==> src/rtl/mpc_pkg.sv <==
package mpc_pkg;
    localparam logic [11:0] OFS_CTRL   = 12'h000;
    localparam logic [11:0] OFS_STAT   = 12'h020;
    localparam logic [11:0] OFS_CLEAR  = 12'h024;
    localparam logic [11:0] OFS_ENABLE = 12'h028;
    localparam logic [11:0] OFS_INFO_A = 12'h02C;
    localparam logic [11:0] OFS_INFO_B = 12'h030;
    localparam logic [11:0] OFS_SET    = 12'h034;
    localparam logic [11:0] OFS_TABLE  = 12'h100;

    typedef enum logic {
        RESP_ZERO  = 1'b0,
        RESP_ERROR = 1'b1
    } resp_mode_e;

    localparam int INFO_B_W = 18;
endpackage

==> src/rtl/mpc_table.sv <==
module mpc_table #(
    parameter int ADDR_W    = 16,
    parameter int BLK_SHIFT = 8,
    parameter int CFG_AW    = 12
) (
    input  logic              clk,
    input  logic              rst_n,
    input  logic              wr_en,
    input  logic [CFG_AW-1:0] cfg_addr,
    input  logic [31:0]       wr_data,
    output logic              cfg_hit,
    output logic [31:0]       cfg_word,
    input  logic [ADDR_W-1:0] look_addr,
    output logic              look_bit
);
    import mpc_pkg::*;

    localparam int BLK_W     = ADDR_W - BLK_SHIFT;
    localparam int NUM_BLKS  = 1 << BLK_W;
    localparam int WORDS     = (NUM_BLKS + 31) / 32;
    localparam int WIDX_W    = (WORDS > 1) ? $clog2(WORDS) : 1;
    localparam int TABLE_END = int'(OFS_TABLE) + 4 * WORDS;

    typedef struct packed {
        logic [WORDS-1:0][31:0] words;
    } table_t;

    table_t tab_d, tab_q;

    logic [BLK_W-1:0]  blk_num;
    logic [WIDX_W-1:0] look_word;
    logic [4:0]        look_pos;
    logic [WIDX_W-1:0] cfg_idx;

    assign blk_num = look_addr[ADDR_W-1:BLK_SHIFT];

    generate
        if (BLK_W > 5) begin : g_multi_word
            assign look_word = blk_num[BLK_W-1:5];
            assign look_pos  = blk_num[4:0];
        end else begin : g_single_word
            assign look_word = '0;
            assign look_pos  = 5'(blk_num);
        end
    endgenerate

    assign cfg_hit = (int'(cfg_addr) >= int'(OFS_TABLE)) && (int'(cfg_addr) < TABLE_END)
                     && (cfg_addr[1:0] == 2'b00);
    assign cfg_idx = WIDX_W'((int'(cfg_addr) - int'(OFS_TABLE)) >> 2);

    always_comb begin
        tab_d = tab_q;
        if (wr_en && cfg_hit) begin
            for (int w = 0; w < WORDS; w++) begin
                if (cfg_idx == WIDX_W'(w)) tab_d.words[w] = wr_data;
            end
        end
    end

    always_ff @(posedge clk or negedge rst_n) begin
        if (!rst_n) tab_q <= '0;
        else        tab_q <= tab_d;
    end

    assign cfg_word = cfg_hit ? tab_q.words[cfg_idx] : 32'h0;
    assign look_bit = tab_q.words[look_word][look_pos];

    // a table write lands in exactly the addressed word
    p_table_write_r1: assert property (@(posedge clk) disable iff (!rst_n)
        (wr_en && cfg_hit) |=> (tab_q.words[$past(cfg_idx)] == $past(wr_data)));
endmodule

==> src/rtl/mpc_status.sv <==
module mpc_status #(
    parameter int ADDR_W = 16,
    parameter int ID_W   = 20,
    parameter int CFG_AW = 12
) (
    input  logic              clk,
    input  logic              rst_n,
    input  logic              cfg_en,
    input  logic              cfg_write,
    input  logic [CFG_AW-1:0] cfg_addr,
    input  logic [31:0]       cfg_wdata,
    output logic [31:0]       reg_rdata,
    input  logic              viol,
    input  logic [ADDR_W-1:0] viol_addr,
    input  logic              viol_nonsec,
    input  logic [ID_W-1:0]   viol_id,
    input  logic              viol_blk_bit,
    output logic              err_mode,
    output logic              irq
);
    import mpc_pkg::*;

    typedef struct packed {
        resp_mode_e          mode;
        logic                int_en;
        logic                stat;
        logic [ADDR_W-1:0]   info_a;
        logic [INFO_B_W-1:0] info_b;
    } stat_t;

    stat_t st_d, st_q;

    logic        wr_hit;
    logic        clr_req, set_req;
    logic [15:0] id16;

    assign wr_hit = cfg_en && cfg_write;

    generate
        if (ID_W >= 16) begin : g_id_trunc
            assign id16 = viol_id[15:0];
        end else begin : g_id_pad
            assign id16 = {{(16 - ID_W){1'b0}}, viol_id};
        end
    endgenerate

    assign clr_req = wr_hit && (cfg_addr == CFG_AW'(OFS_CLEAR)) && cfg_wdata[0];
    assign set_req = wr_hit && (cfg_addr == CFG_AW'(OFS_SET)) && cfg_wdata[0];

    always_comb begin
        st_d = st_q;
        if (wr_hit && cfg_addr == CFG_AW'(OFS_CTRL))   st_d.mode   = resp_mode_e'(cfg_wdata[0]);
        if (wr_hit && cfg_addr == CFG_AW'(OFS_ENABLE)) st_d.int_en = cfg_wdata[0];
        if (clr_req) st_d.stat = 1'b0;
        if (set_req) st_d.stat = 1'b1;
        if (viol) begin
            st_d.stat = 1'b1;
            if (!st_q.stat) begin
                st_d.info_a = viol_addr;
                st_d.info_b = {viol_blk_bit, viol_nonsec, id16};
            end
        end
    end

    always_ff @(posedge clk or negedge rst_n) begin
        if (!rst_n) st_q <= '0;
        else        st_q <= st_d;
    end

    always_comb begin
        reg_rdata = 32'h0;
        if (cfg_addr == CFG_AW'(OFS_CTRL))   reg_rdata = {31'h0, st_q.mode};
        if (cfg_addr == CFG_AW'(OFS_STAT))   reg_rdata = {31'h0, st_q.stat};
        if (cfg_addr == CFG_AW'(OFS_ENABLE)) reg_rdata = {31'h0, st_q.int_en};
        if (cfg_addr == CFG_AW'(OFS_INFO_A)) reg_rdata = 32'(st_q.info_a);
        if (cfg_addr == CFG_AW'(OFS_INFO_B)) reg_rdata = 32'(st_q.info_b);
    end

    assign err_mode = (st_q.mode == RESP_ERROR);
    assign irq      = st_q.stat && st_q.int_en;

    // first violation sets status and records its address
    p_first_capture_r6: assert property (@(posedge clk) disable iff (!rst_n)
        (viol && !st_q.stat) |=> (st_q.stat && st_q.info_a == $past(viol_addr)));

    // records hold while status is set
    p_info_frozen_r7: assert property (@(posedge clk) disable iff (!rst_n)
        st_q.stat |=> ($stable(st_q.info_a) && $stable(st_q.info_b)));

    // set wins over clear in the same cycle
    p_set_wins_r9: assert property (@(posedge clk) disable iff (!rst_n)
        (set_req || viol) |=> st_q.stat);
endmodule

==> src/rtl/mpc_filter.sv <==
module mpc_filter #(
    parameter int ADDR_W    = 16,
    parameter int BLK_SHIFT = 8,
    parameter int DATA_W    = 32,
    parameter int ID_W      = 20,
    parameter int CFG_AW    = 12
) (
    input  logic              clk,
    input  logic              rst_n,
    input  logic              req_valid,
    input  logic              req_write,
    input  logic [ADDR_W-1:0] req_addr,
    input  logic              req_nonsec,
    input  logic [ID_W-1:0]   req_id,
    input  logic [DATA_W-1:0] req_wdata,
    output logic [DATA_W-1:0] rsp_rdata,
    output logic              rsp_err,
    output logic              mem_valid,
    output logic              mem_write,
    output logic [ADDR_W-1:0] mem_addr,
    output logic [DATA_W-1:0] mem_wdata,
    input  logic [DATA_W-1:0] mem_rdata,
    input  logic              cfg_en,
    input  logic              cfg_write,
    input  logic [CFG_AW-1:0] cfg_addr,
    input  logic [31:0]       cfg_wdata,
    output logic [31:0]       cfg_rdata,
    output logic              irq
);
    logic        blk_bit;
    logic        blocked;
    logic        err_mode;
    logic        tab_hit;
    logic [31:0] tab_word;
    logic [31:0] reg_word;

    mpc_table #(
        .ADDR_W(ADDR_W), .BLK_SHIFT(BLK_SHIFT), .CFG_AW(CFG_AW)
    ) u_table (
        .clk(clk), .rst_n(rst_n),
        .wr_en(cfg_en && cfg_write), .cfg_addr(cfg_addr), .wr_data(cfg_wdata),
        .cfg_hit(tab_hit), .cfg_word(tab_word),
        .look_addr(req_addr), .look_bit(blk_bit)
    );

    assign blocked = req_valid && (req_nonsec != blk_bit);

    mpc_status #(
        .ADDR_W(ADDR_W), .ID_W(ID_W), .CFG_AW(CFG_AW)
    ) u_status (
        .clk(clk), .rst_n(rst_n),
        .cfg_en(cfg_en), .cfg_write(cfg_write), .cfg_addr(cfg_addr),
        .cfg_wdata(cfg_wdata), .reg_rdata(reg_word),
        .viol(blocked), .viol_addr(req_addr), .viol_nonsec(req_nonsec),
        .viol_id(req_id), .viol_blk_bit(blk_bit),
        .err_mode(err_mode), .irq(irq)
    );

    assign mem_valid = req_valid && !blocked;
    assign mem_write = req_write;
    assign mem_addr  = req_addr;
    assign mem_wdata = req_wdata;
    assign rsp_rdata = blocked ? '0 : mem_rdata;
    assign rsp_err   = blocked && err_mode;
    assign cfg_rdata = tab_hit ? tab_word : reg_word;

    // mismatching transfer never reaches memory
    p_no_forward_r3: assert property (@(posedge clk) disable iff (!rst_n)
        (req_valid && req_nonsec != blk_bit) |-> !mem_valid);

    // matching transfer is forwarded without error
    p_pass_clean_r2: assert property (@(posedge clk) disable iff (!rst_n)
        (req_valid && req_nonsec == blk_bit) |-> (mem_valid && !rsp_err));

    // zero-response mode returns zero and no error
    p_zero_resp_r4: assert property (@(posedge clk) disable iff (!rst_n)
        (req_valid && req_nonsec != blk_bit && !err_mode) |-> (rsp_rdata == '0 && !rsp_err));

    // error mode flags the blocked transfer
    p_err_resp_r5: assert property (@(posedge clk) disable iff (!rst_n)
        (req_valid && req_nonsec != blk_bit && err_mode) |-> (rsp_err && rsp_rdata == '0));
endmodule

==> config.mk <==
export PLATFORM = sky130hd
export DESIGN_NAME = mpc_filter
export DESIGN_NICKNAME = d
export VERILOG_FILES = /design/src/rtl/mpc_pkg.sv /design/src/rtl/mpc_table.sv /design/src/rtl/mpc_status.sv /design/src/rtl/mpc_filter.sv
export SDC_FILE = /design/constraint.sdc
export NUM_CORES = 1
export LEC_CHECK = 0
export ABC_CLOCK_PERIOD_IN_PS = 3550
export BUFFER_PORTS_ARGS = -buffer_cell sky130_fd_sc_hd__buf_2
export CAP_MARGIN = 20
export CORE_UTILIZATION = 52
export CTS_CLUSTER_DIAMETER = 50
export DETAILED_ROUTE_END_ITERATION = 7
export PLACE_DENSITY = 0.76
export SETUP_SLACK_MARGIN = 0.02
export SYNTH_ARGS = -nofsm -noshare
export SYNTH_HDL_FRONTEND = slang
export SYNTH_HIERARCHICAL = 1
export SYNTH_SLANG_ARGS = --single-unit
export TNS_END_PERCENT = 50
==> constraint.sdc <==
create_clock -name clk -period 3.55 [get_ports clk]
set_input_delay 0.71 -clock clk [delete_from_list [all_inputs] [get_ports clk]]
set_output_delay 0.71 -clock clk [all_outputs]
set_load 0.005 [all_outputs]
After elaboration in Yosys (flattened, before gate mapping):

Cells that the tools add are included.

* add/subtract/negate cells: 1
* magnitude comparators: 5
* equal/unequal tests: 14
* muxes and demuxes: 17
* bitwise gates (word level): 1
* reductions and logical operators: 28

Operators with widths (count)
* $bmux 32 s3: 2
* $mux 32: 4
* $eq 12x6->1 const B: 6
* $mux 35: 1
* $mux 34: 1
* $mux 18: 1
* $reduce_and 2->1: 9
* $mux 16: 1
* $logic_and 1x1->1: 14
* $eq 3x3->1 const B: 4
* $ge 12x9->1 const B: 1
* $logic_not 12->1: 1
* $lt 12x9->1 const B: 1
* $lt 3x4->1 const B: 2
* $eq 3x2->1 const B: 2
* $lt 5x6->1 const B: 1
* $mux 1: 6
* $bmux 1 s5: 1
* $sub 5x1->5 const B: 1
* $eq 3x1->1 const B: 1
* $logic_not 3->1: 1
* $reduce_bool 3->1: 1
* $logic_not 2->1: 1
* $logic_not 1->1: 1
* other kinds (2): 2

* bits in registers: 293
* output and inout port bits: 116

Depth between registers and ports, before layout:

* depth after elaboration: 8
* mapped depth: 17
* depth with buffers taken out: 12

By module:

Netlist, hierarchy kept.

By module, submodules not included
* mpc_table: instances 1, cells an instance 932, area each 13869.6 sq um, seq. area each 6406.1 sq um
* mpc_status: instances 1, cells an instance 146, area each 1864.3 sq um, seq. area each 925.9 sq um
* mpc_filter: instances 1, cells an instance 129, area each 1086.0 sq um, seq. area each 0.0 sq um

Worst setup path after synthesis:

OpenSTA, ideal clock, no wires.

* kind: input-to-reg
* start: in req_addr[13]
* end: reg u_status/st_q[13] (netlist name)
* setup time: 0.125 ns
* arrival: 3.825 ns
* data required time: 3.425 ns
* slack: -0.400 ns
* stages on the path: 14
* buffers on the path: 4
* cell sequence: buf_4 buf_4 mux4_2 mux2i_1 nor2_1 o41ai_1 nand4_1 o41a_1 xor2_2 and2_2 nor2b_1 buf_2 buf_1 mux2_2

* word-level cells in the longest chain between the ends: 7

Ends and longest elaborated chain
* from (decl): line mpc_filter.sv:12 `input logic [ADDR_W-1:0] req_addr,`
* $bmux 32 s3: line mpc_table.sv:66 `assign look_bit = tab_q.words[look_word][look_pos];`
* $mux 32 (not written as such): line mpc_table.sv:66
* $bmux 1 s5: line mpc_table.sv:66
* $mux 1 (not written as such): line mpc_table.sv:66
* net blk_bit: line mpc_filter.sv:30 `logic blk_bit;`
* $ne 1x1->1: line mpc_filter.sv:46 `assign blocked = req_valid && (req_nonsec != blk_bit);`
* $logic_and 1x1->1: line mpc_filter.sv:46
* net blocked: line mpc_filter.sv:31 `logic blocked;`
* $reduce_and 2->1 (no source line)
* to (signal assigned): line mpc_status.sv:67 `else st_q <= st_d;`
* to (decl): line mpc_status.sv:31 `stat_t st_d, st_q;`

The timed path passes the listed nets, and every way through them passes these cells. The select of a mux whose other input is x is not followed.
A chain may end at the register's enable or synchronous reset.

Worst setup path in the final report:

* start: reg u_table/tab_q[221] (netlist name)
* end: out rsp_rdata[13]

* word-level cells in the longest chain between the ends: 7

Ends and longest elaborated chain
* from (decl): line mpc_table.sv:28 `table_t tab_d, tab_q;`
* from (signal assigned): line mpc_table.sv:62 `else tab_q <= tab_d;`
* $bmux 32 s3: line mpc_table.sv:66
* $mux 32 (not written as such): line mpc_table.sv:66
* $bmux 1 s5: line mpc_table.sv:66
* $mux 1 (not written as such): line mpc_table.sv:66
* net blk_bit: line mpc_filter.sv:30
* $ne 1x1->1: line mpc_filter.sv:46
* $logic_and 1x1->1: line mpc_filter.sv:46
* $mux 32: line mpc_filter.sv:63 `assign rsp_rdata = blocked ? '0 : mem_rdata;`
* to (decl): line mpc_filter.sv:16 `output logic [DATA_W-1:0] rsp_rdata,`

The timed path passes the listed nets, and every way through them passes these cells. The select of a mux whose other input is x is not followed.

==> run_results.csv <==
group,metric,value,unit
run_status,run_status,"finished, violations left",
run_status,violations,"setup timing",
setup_path,critPathMaxStageDelay,470,ps
die,coreArea,31700,sq um
die,area_enclosed_by_the_die_boundary,33100,sq um
placed_design,place.detailed.hpwl,33.8,mm
setup_path,critPathKind,"flop to output pin",
detailed_routing,detail_route.drc_violations,0,
power_and_ir_drop,internal_power,6.13,mW
timing,clock-skew-final,17.5,ps
power_and_ir_drop,p_sw_share,24.1,%
timing,setup_slack,-603,ps
finish,multi_input_area,8680,sq um
synth,ys_types,62,
power_and_ir_drop,sequentialPowerShare,44.1,%
cts,clock_tree_from_tritoncts,"yes",
placed_design,gpl.final_weighted_congestion,0.838,
power_and_ir_drop,clock_power_share,45.2,%
worst_hold_path,min-delay-path-class,"input pin to asynchronous set/reset pin",
setup_path,critPathMaxFanout,24,
detailed_routing,total_length_of_routed_wires,49.3,mm
power_and_ir_drop,power.density,404,nW/um^2
timing,measured_slew_at_the_worst_slew_check_pin,742,ps
finish,final_cell_mix,"sky130_fd_sc_hd__dfrtp_1, sky130_fd_sc_hd__mux2_2, sky130_fd_sc_hd__buf_2",
synth,synthDominantCellAreaShare,43.6,%
finish,num-nets-final,1575,
synth,ys_seq_area_share,43.6,%
synth,syn_std_cell_area,16800,sq um
finish,flow.area_growth_from_synthesis,18.9,%
finish,postLayoutCoreUtil,63.1,%
cts,cts-root-buf,"sky130_fd_sc_hd__clkbuf_16",
timing,timing.setup.tns,-19080,ps
detailed_routing,wire_per_inst,26.5,um
global_routing,grt_start_max_net_pins,81,
global_routing,grt_first_pass_wirelength,74.0,mm
timing,setup_viol,40,
cts,clkSinkCount,293,
synth,post_synth_inst_count,1207,
timing,finalMaxSlewViolations,0,
setup_path,worst_setup_path_end_kind,"output pin",
finish,mostFrequentLayoutCell,"sky130_fd_sc_hd__dfrtp_1",
finish,layout.filler_cells,2368,
power_and_ir_drop,total_switching_power,1.95,mW
global_routing,overflow,0,
synth,postSynthAreaPerCell,13.9,sq um
setup_path,cp-start-kind,"flop",
synth,synth_top_cell_by_area,"sky130_fd_sc_hd__dfrtp_1",
power_and_ir_drop,proportion_of_power_drawn_by_combinational_gates,10.7,%
global_routing,antenna_found_initial,11,
run,max_cap_viol_count,0,
setup_path,crit_chain,"mux4_2 -> mux2i_1 -> nand3_1 -> and4_1 -> o31ai_2 -> buf_4 -> nand4_1 -> o41a_1 -> xor2_2 -> buf_6 -> buf_12 -> a21boi_0 -> buf_2",
finish,finish.instance_area,20000,sq um
detailed_routing,via_count,11800,
timing,period_needed,4150,ps
synth,yosysWarningCount,6,
synth,ys_ff_latch,293,
global_routing,first_global_vias,12200,
cts,clockBufferDepth,3,
cts,cts_buffers,35,
global_routing,groute.usage.overall,29.8,%
cts,clk_pin_slew_worst_paths,60,ps
die,floorplan.rows,65,
placed_design,dpl-instance-area,18600,sq um
detailed_routing,routed_via_density,6.34,
detailed_routing,first_iter_violations,875,
setup_path,critPathTopFamily,"multiplexers",
die,die_outline_height,182,um
setup_path,cpMaxStageDelayCell,"sky130_fd_sc_hd__mux4_2",
die,start_util,53.0,%
finish,drive_above_1_share,58.1,%
synth,synth.area.top_cells,"sky130_fd_sc_hd__dfrtp_1, sky130_fd_sc_hd__mux2_2, sky130_fd_sc_hd__mux4_2",
timing,timing.final.crit_share,117,%
power_and_ir_drop,peakVddDrop,0.341,mV
timing,max_slew_headroom,50.5,%
detailed_routing,dr.pass1.iters,5,
finish,register_area,7330,sq um
die,boundaryPins,267,
placed_design,placement.io_buffers,196,
cts,h_tree_depth_reported_by_cts,2,
setup_path,crit_arrival,3440,ps
timing,final-hold-violation-count,0,
cts,clk-insertion-delay-late,510,ps
setup_path,crit_buf_inv,4,
setup_path,crit_required,2840,ps
timing,achievable-frequency,0.241,GHz
timing,grt_setup_unrepaired,"true",
power_and_ir_drop,leakage,9.59,nW
die,die_w,182,um
detailed_routing,ant_nets,0,
-- stage by stage --
stage | power, mW | worst slack [ps] | instances | hold slack (ps)
2_1_floorplan | 4.06 | -17.7 | 1220 | 414
3_3_place_gp | 4.42 | -851 | 1779 | 485
3_5_place_dp | 4.45 | -877 | 1779 | 495
4_1_cts | 8.11 | -566 | 1842 | 142
5_1_grt | 8.32 | -702 | 1856 | 155
6_report | 8.08 | -603 | 1857 | 129
-- cells in the mapped netlist, drive strengths merged --
master   instances
o41ai            2
nor3            11
nand3            7
nand2           12
nand4            3
a211oi           2
or3              1
mux2i          103
or3b             1
a311o            1
or4b             1
o21ai           14
nand2b           2
nor2            45
mux2           322
nor4             8
mux4            95
nor2b            5
a21oi            2
and2             6
or2              2
and4             1
nor4b            2
clkbuf          17
conb             1
xor2             1
o22ai           28
nand3b           4
inv              6
and3             1
nor3b            1
a22o            16
a32o             1
a21boi          32
buf            138
a22oi            2
o41a             2
a32oi            1
or4              3
o31ai            1
a221oi           9
a31oi            1
o2bb2ai          1
dfrtp          293
-- worst reg2reg max path, delay by kind of cell, from the launching register on --
kind / cells / cell delay, ps
AOI/OAI and AO/OA: 2 / 430
xor gates and xnor gates: 1 / 160
buffers and inverters: 4 / 610
DFF: 1 / 400
muxes: 3 / 1050
and+or+nand+nor: 5 / 800
-- logic make-up after synthesis --
group	synth area share, %
flip-flops	43.6
multiplexers	41.1
other	0.0223
buffers and inverters	6.08
XOR/XNOR	0.0967
AND/OR/NAND/NOR	4.02
AO/OA/AOI/OAI	5.12
-- registers in the layout, summed over array words and instances (netlist names) --
signal,flops
u_table/tab_q,256
u_status/st_q,36
u_status/err_mode,1
-- layer usage --
layer	global-route usage, %	share of wire (%)	vias up
li1	-	-	4957
met1	38.2	39	6091
met2	48.8	49	595
met3	5.40	7.3	127
met4	14.9	4.6	4
met5	0	0.049	-
-- power by group through the flow --
stage	combinational (mW)	clock (mW)	sequential [mW]
final	0.867	3.65	3.56
after global routing	0.926	3.82	3.58
after CTS	0.851	3.70	3.56
after detailed placement	0.827	0	3.62
after global placement	0.804	0	3.61
after floorplan	0.466	0	3.59
-- area by class of cell --
| type | instances | share of cell area (%) |
|---|---|---|
| multi-input cells | 766 | 43.4 |
| flip-flops and latches | 293 | 36.7 |
| repair buffers | 322 | 11.4 |
| clock buffers | 45 | 4.88 |
| well taps | 402 | 2.52 |
| clock inverters | 15 | 0.963 |
| inverters | 6 | 0.113 |
| diodes | 8 | 0.100 |
-- final timing paths --
kind / startpoint / depth (start not counted) / slack [ps] / end
setup / recovery: u_table/tab_q[221]$_DFFE_PN0P_ / 13 / -600 / rsp_rdata[13]
min in group clk: req_id[0] / 3 / 420 / u_status/st_q[0]$_DFFE_PN0P_
setup reg to reg: u_table/tab_q[221]$_DFFE_PN0P_ / 15 / -10 / u_status/st_q[22]$_DFFE_PN0P_
max in group asynchronous: rst_n / 2 / 2630 / u_table/tab_q[24]$_DFFE_PN0P_
hold / removal: rst_n / 1 / 130 / u_status/st_q[18]$_DFFE_PN0P_
hold reg to reg: u_status/st_q[16]$_DFFE_PN0P_ / 1 / 510 / u_status/st_q[16]$_DFFE_PN0P_
-- repair_timing --
action / CTS / global route
endpoints found under the setup margin: 69 / 68
pin swaps: 5 / 10
cloned: 0 / 1
hold buffers: 0 / 0
setup buffers: 3 / 6
gates resized for setup: 41 / 22
Power figures use the tool's default switching activity.
